**src/rtl/almu_pkg.sv**
```systemverilog
package almu_pkg;
   localparam int ALM_FIELDS  = 7;
   localparam int ALM_FIELD_W = 8;

   typedef struct packed {
      logic fout_en;
      logic irq_mode;
   } almu_ctrl_t;

   localparam int ALMU_CTRL_W = $bits(almu_ctrl_t);
endpackage

```
**src/rtl/almu_regs.sv**
```systemverilog
module almu_regs
   import almu_pkg::*;
#(
   parameter int NUM_FIELDS = ALM_FIELDS,
   parameter int FIELD_W    = ALM_FIELD_W,
   parameter int ADDR_W     = $clog2(NUM_FIELDS + 1)
)(
   input  logic                          clk,
   input  logic                          rst_n,
   input  logic                          we,
   input  logic [ADDR_W-1:0]             addr,
   input  logic [FIELD_W:0]              wdata,
   output logic [FIELD_W:0]              rdata,
   output logic [NUM_FIELDS-1:0]         fld_en,
   output logic [NUM_FIELDS*FIELD_W-1:0] fld_val,
   output almu_ctrl_t                    ctrl
);
   localparam int CTRL_ADDR = NUM_FIELDS;
   localparam int PAD_W     = FIELD_W + 1 - ALMU_CTRL_W;

   generate
      if (FIELD_W < ALMU_CTRL_W) begin : g_bad_width
         $error("almu_regs: FIELD_W too small for control register");
      end
      if ((1 << ADDR_W) < NUM_FIELDS + 1) begin : g_bad_addr
         $error("almu_regs: ADDR_W cannot reach control register");
      end
   endgenerate

   logic [FIELD_W:0] fld_q [NUM_FIELDS];
   almu_ctrl_t       ctrl_q;

   generate
      for (genvar g = 0; g < NUM_FIELDS; g++) begin : g_fld
         always_ff @(posedge clk or negedge rst_n) begin
            if (!rst_n)
               fld_q[g] <= '0;
            else if (we && (addr == ADDR_W'(g)))
               fld_q[g] <= wdata;
         end
         assign fld_en[g]                     = fld_q[g][FIELD_W];
         assign fld_val[g*FIELD_W +: FIELD_W] = fld_q[g][FIELD_W-1:0];
      end
   endgenerate

   always_ff @(posedge clk or negedge rst_n) begin
      if (!rst_n)
         ctrl_q <= '0;
      else if (we && (addr == ADDR_W'(CTRL_ADDR)))
         ctrl_q <= wdata[ALMU_CTRL_W-1:0];
   end

   always_comb begin
      rdata = '0;
      for (int i = 0; i < NUM_FIELDS; i++) begin
         if (addr == ADDR_W'(i))
            rdata = fld_q[i];
      end
      if (addr == ADDR_W'(CTRL_ADDR))
         rdata = {{PAD_W{1'b0}}, ctrl_q};
   end

   assign ctrl = ctrl_q;

   // a write to the control address updates only the control register
   assert_ctrl_write_R2: assert property (@(posedge clk) disable iff (!rst_n)
      (we && addr == ADDR_W'(CTRL_ADDR)) |=> (ctrl_q == $past(wdata[ALMU_CTRL_W-1:0])));
endmodule

```
**src/rtl/almu_match.sv**
```systemverilog
module almu_match #(
   parameter int NUM_FIELDS = 7,
   parameter int FIELD_W    = 8
)(
   input  logic                          tick_1hz,
   input  logic                          fout_en,
   input  logic [NUM_FIELDS-1:0]         fld_en,
   input  logic [NUM_FIELDS*FIELD_W-1:0] fld_val,
   input  logic [NUM_FIELDS*FIELD_W-1:0] cal,
   output logic                          hit
);
   logic [NUM_FIELDS-1:0] field_ok;

   generate
      for (genvar g = 0; g < NUM_FIELDS; g++) begin : g_cmp
         assign field_ok[g] = !fld_en[g] ||
                              (fld_val[g*FIELD_W +: FIELD_W] == cal[g*FIELD_W +: FIELD_W]);
      end
   endgenerate

   logic any_en;
   logic all_ok;
   assign any_en = |fld_en;
   assign all_ok = &field_ok;
   assign hit    = tick_1hz && !fout_en && any_en && all_ok;
endmodule

```
**src/rtl/almu_irq.sv**
```systemverilog
module almu_irq #(
   parameter int PULSE_TICKS = 16
)(
   input  logic clk,
   input  logic rst_n,
   input  logic hit,
   input  logic clr,
   input  logic tick_fast,
   input  logic irq_mode,
   input  logic fout_en,
   output logic stat,
   output logic pull_low
);
   localparam int CNT_W = $clog2(PULSE_TICKS + 1);

   generate
      if (PULSE_TICKS < 1) begin : g_bad_pulse
         $error("almu_irq: PULSE_TICKS must be at least 1");
      end
   endgenerate

   logic             stat_q;
   logic [CNT_W-1:0] cnt_q;
   logic             pulse_on;

   always_ff @(posedge clk or negedge rst_n) begin
      if (!rst_n)
         stat_q <= 1'b0;
      else if (hit)
         stat_q <= 1'b1;
      else if (clr)
         stat_q <= 1'b0;
   end

   always_ff @(posedge clk or negedge rst_n) begin
      if (!rst_n)
         cnt_q <= '0;
      else if (fout_en)
         cnt_q <= '0;
      else if (hit && irq_mode)
         cnt_q <= CNT_W'(PULSE_TICKS);
      else if (tick_fast && (cnt_q != '0))
         cnt_q <= cnt_q - 1'b1;
   end

   assign pulse_on = (cnt_q != '0);
   assign stat     = stat_q;
   assign pull_low = !fout_en && (irq_mode ? pulse_on : stat_q);

   // the status bit holds until a clear strobe arrives
   assert_stat_hold_R6: assert property (@(posedge clk) disable iff (!rst_n)
      (stat_q && !clr) |=> stat_q);
   // a clear with no competing firing drops the status bit
   assert_stat_clear_R6: assert property (@(posedge clk) disable iff (!rst_n)
      (clr && !hit) |=> !stat_q);
   // a firing wins over a clear in the same cycle
   assert_set_wins_R9: assert property (@(posedge clk) disable iff (!rst_n)
      hit |=> stat_q);
   // the pulse counter never exceeds its load value
   assert_pulse_bound_R7: assert property (@(posedge clk) disable iff (!rst_n)
      cnt_q <= CNT_W'(PULSE_TICKS));
endmodule

```
**src/rtl/alarm_match_unit.sv**
```systemverilog
module alarm_match_unit
   import almu_pkg::*;
#(
   parameter int NUM_FIELDS  = ALM_FIELDS,
   parameter int FIELD_W     = ALM_FIELD_W,
   parameter int PULSE_TICKS = 16,
   localparam int ADDR_W     = $clog2(NUM_FIELDS + 1),
   localparam int CAL_W      = NUM_FIELDS * FIELD_W
)(
   input  logic              clk,
   input  logic              rst_n,
   input  logic              tick_1hz,
   input  logic              tick_fast,
   input  logic [CAL_W-1:0]  cal_bcd,
   input  logic              reg_we,
   input  logic [ADDR_W-1:0] reg_addr,
   input  logic [FIELD_W:0]  reg_wdata,
   output logic [FIELD_W:0]  reg_rdata,
   input  logic              stat_clr,
   output logic              alarm_stat,
   output logic              irq_pull_low
);
   generate
      if (NUM_FIELDS < 1) begin : g_bad_fields
         $error("alarm_match_unit: NUM_FIELDS must be at least 1");
      end
   endgenerate

   logic [NUM_FIELDS-1:0] fld_en;
   logic [CAL_W-1:0]      fld_val;
   almu_ctrl_t            ctrl;
   logic                  hit;

   almu_regs #(.NUM_FIELDS(NUM_FIELDS), .FIELD_W(FIELD_W), .ADDR_W(ADDR_W)) u_regs (
      .clk    (clk),
      .rst_n  (rst_n),
      .we     (reg_we),
      .addr   (reg_addr),
      .wdata  (reg_wdata),
      .rdata  (reg_rdata),
      .fld_en (fld_en),
      .fld_val(fld_val),
      .ctrl   (ctrl)
   );

   almu_match #(.NUM_FIELDS(NUM_FIELDS), .FIELD_W(FIELD_W)) u_match (
      .tick_1hz(tick_1hz),
      .fout_en (ctrl.fout_en),
      .fld_en  (fld_en),
      .fld_val (fld_val),
      .cal     (cal_bcd),
      .hit     (hit)
   );

   almu_irq #(.PULSE_TICKS(PULSE_TICKS)) u_irq (
      .clk      (clk),
      .rst_n    (rst_n),
      .hit      (hit),
      .clr      (stat_clr),
      .tick_fast(tick_fast),
      .irq_mode (ctrl.irq_mode),
      .fout_en  (ctrl.fout_en),
      .stat     (alarm_stat),
      .pull_low (irq_pull_low)
   );

   // frequency output keeps the alarm pin released
   assert_fout_quiet_R8: assert property (@(posedge clk) disable iff (!rst_n)
      ctrl.fout_en |-> !irq_pull_low);
   // the status bit rises only after a 1 Hz tick
   assert_tick_only_R5: assert property (@(posedge clk) disable iff (!rst_n)
      $rose(alarm_stat) |-> $past(tick_1hz));
   // with no field enabled, no firing is produced
   assert_none_enabled_R4: assert property (@(posedge clk) disable iff (!rst_n)
      (fld_en == '0) |-> !hit);
endmodule

```
**config.mk**
```make
export PLATFORM = sky130hd
export DESIGN_NAME = alarm_match_unit
export DESIGN_NICKNAME = d
export VERILOG_FILES = /design/src/rtl/almu_pkg.sv /design/src/rtl/almu_regs.sv /design/src/rtl/almu_match.sv /design/src/rtl/almu_irq.sv /design/src/rtl/alarm_match_unit.sv
export SDC_FILE = /design/constraint.sdc
export NUM_CORES = 1
export LEC_CHECK = 0
export BUFFER_PORTS_ARGS = -buffer_cell sky130_fd_sc_hd__buf_2
export CAP_MARGIN = 20
export CORE_MARGIN = 10
export CORE_UTILIZATION = 50
export CTS_CLUSTER_SIZE = 14
export DETAILED_ROUTE_END_ITERATION = 16
export PLACE_DENSITY = 0.77
export SLEW_MARGIN = 20
export SYNTH_ARGS = -nofsm -noshare
export SYNTH_HDL_FRONTEND = slang
export SYNTH_SLANG_ARGS = --single-unit
```
**constraint.sdc**
```tcl
create_clock -name clk -period 1.53 [get_ports clk]
set_input_delay 0.0765 -clock clk [delete_from_list [all_inputs] [get_ports clk]]
set_output_delay 0.0765 -clock clk [all_outputs]
set_load 0.02 [all_outputs]
```
==> results.yml <==
run_status:
  outcome: "complete, but fails checks"
  violations: "setup timing"
power:
  internal_power_mw: 4.88
  power_mw: 7.17
  p_sw_share_pct: 31.9
  p_switching_mw: 2.28
  combinationalPowerShare_pct: 41.6
  vdd_ir_drop_max_v: 0.000671
  power.share.clock_pct: 21.1
  power_frac_seq_pct: 37.4
  leakagePower_nw: 2.57
  powerDensity_nw_per_um2: 1260
logic_synthesis:
  syn-cell-area_um2: 4100
  yosysTopAreaCellShare_pct: 43.3
  seq_area_frac_synth_pct: 43.3
  syn_inst: 333
  syn_area_per_cell_um2: 12.3
  yosys.area.top_type: "dfrtp_1"
  yosysWarnings: 0
  synthDistinctLibCells: 48
  yosys-top-cells-area: "dfrtp_1, mux2_2, xnor2_1, mux2_4, mux4_2"
  syn-num-nets: 408
  ys_ff_latch: 71
floorplanning:
  die-area_um2: 12200
  io-pin-count: 85
  initial_utilization_pct: 52.2
  design.core.area_um2: 7850
  chipHeight_um: 111
  die_x_um: 111
  fp-row-count: 32
route:
  detail_route.first_pass.iterations: 4
  antenna_left: 0
  routed_wl_um: 12200
  drt_iter0_drc: 192
  num_vias: 3371
  wl_per_cell_um: 20.2
  avgViaCountPerCell: 5.55
  drc_errors: 0
clock_network:
  tritoncts: "yes"
  clkTransAtPathRegs_ns: 0.07
  cts_sinks: 71
  cts_max_path_buffers: 2
  h-tree-depth: 3
  root_buffer: "clkbuf_8"
  cts_made_buffers: 9
  clk_latency_ns: 0.35
worst_hold_path:
  hold_path.startpoint: "reg_wdata[7]"
  holdPathEnd: "u_regs.fld_val[39]"
  hold_class: "input port to register"
  whs_path_depth: 3
critical_path:
  r2r-start: "u_regs.fld_val[1]"
  crit_start: "u_regs.fld_val[1]"
  required_ns: 1.75
  r2r_end: "u_irq.cnt_q[2]"
  cp.arrival_ns: 2.14
  path_max_fanout: 5
  r2r_cells: 7
  cp-start-kind: "register"
  critical_path_class: "register to register"
  end_kind: "register"
  ff2ff_setup_slack_ns: -0.38
finish:
  final_util_pct: 72.7
  nets: 576
  drive_above_1_share_pct: 57.4
  final_common_cell: "buf_2"
  antenna_cells: 0
  layout_common_cells: "buf_2, dfrtp_1, buf_4, xnor2_1, mux2_2"
  areaGrowthSynthToFinish_pct: 39.2
  fin_area_um2: 5700
timing:
  final-hold-violation-count: 0
  rsz0062_at_grt: "true"
  finalCritPeriodShare_pct: 125
  setup_slack_ns: -0.381
  fmax_mhz: 523
  drv_slew: 0
  worst_clock_skew_ns: 0.00617
  worst_slew_pin_slew_ns: 0.396
  max_slew_margin_pct: 73.6
  hold_ws_ns: 0.0754
  finalCriticalPeriod_ns: 1.91
  setup_violations: 16
global_routing:
  grt_usage_pct: 19.7
  grt_max_degree: 72
  grt_pass1_vias: 3783
  overflow: 0
  grt_pass1_wl_um: 19700
  antenna_found_initial: 0
placed_design:
  placed_cell_area_um2: 5090
  dp_slack_ns: -0.250
  io_buffers: 84
  dp_hpwl_um: 9020
  gp_congestion: 0.877
job:
  drv_cap: 0
how the worst max path moves through the flow:
stage / to / slack, ns
3_3_place_gp: u_irq.cnt_q[1] / -0.22
6_report: u_irq.cnt_q[2] / -0.38
2_1_floorplan: u_irq.cnt_q[0] / 0.07
4_1_cts: reg_rdata[5] / -0.32
3_5_place_dp: u_irq.cnt_q[2] / -0.25
5_1_grt: u_irq.cnt_q[2] / -0.43
state kept, by name, summed over array words and instances (netlist names):
| signal | flops |
|---|---|
| u_regs.fld_val | 56 |
| u_regs.fld_en | 7 |
| u_irq.cnt_q | 5 |
| u_regs.ctrl | 2 |
| u_irq.stat | 1 |
what timing repair did:
action                                 CTS  global route
hold buffers                             2             0
pin swaps                               13             9
resized for setup                       45            20
buffers inserted                        18             2
endpoints found under the hold margin   72             0
setup endpoints to repair               16            16
cells in the mapped netlist, drive strengths merged:
cell / instances
mux4: 6
o22ai: 2
o21ba: 1
nand2b: 3
mux2i: 9
o21ai: 11
buf: 12
o221ai: 3
nand3: 1
inv: 8
nor3b: 1
nand4: 16
xnor2: 58
a21boi: 1
nand3b: 1
mux2: 68
nor3: 8
nand4b: 2
a22oi: 1
o32ai: 1
a21oi: 9
a31oi: 1
nor2: 8
nand2: 12
a211oi: 3
a22o: 3
a21o: 1
and3: 2
nor2b: 4
dfrtp: 71
xor2: 1
nor4: 3
or3: 1
ha: 1
stage by stage:
step,cells,setup TNS (ns)
6_report,607,-3.90
4_1_cts,606,-3.21
3_3_place_gp,571,-2.15
3_5_place_dp,571,-2.75
2_1_floorplan,333,0
5_1_grt,607,-4.71
area by class of cell:
class	count	area, um2
multi-input combinational	242	2360
sequential	71	1780
timing repair buffer	169	1210
clock inverter	4	45.0
inverter	8	30.0
tap	102	128
clock buffer	11	151
fill	541	2140
critical path, stage by stage (launching register included):
cell and delay (ns):
dfrtp_1 0.41, buf_6 0.13, xnor2_2 0.12, nand4_1 0.18, o21ai_2 0.26, nand4_4 0.16, nor4_4 0.42, nor3_1 0.12
layer usage:
metal	vias up	wire (um)	global-route usage, %
li1	1542	-	-
met1	1688	5070	23.5
met2	119	6140	33.1
met3	22	716	4.92
met4	0	305	7.94
met5	-	0	0
power groups by stage:
stage / sequential, mW / combinational [mW] / clock (mW)
floorplan: 2.64 / 1.43 / 0
global placement: 2.68 / 2.30 / 0
detailed placement: 2.70 / 2.38 / 0
CTS: 2.66 / 2.84 / 1.53
global route: 2.73 / 3.19 / 1.62
finish: 2.68 / 2.98 / 1.51
logic make-up (layout without fill, tap and decap cells):
logic type	count (synthesis)	in the layout	share of synthesized area, %
muxes	83	83	25.0
DFF	71	71	43.3
and+or+nand+nor	62	62	10.1
xor gates and xnor gates	59	59	12.6
AOI/OAI and AO/OA	37	37	6.01
buffers and inverters	20	192	2.63
adders and majority gates	1	1	0.305
No activity file was read; power rests on OpenSTA's default activity.
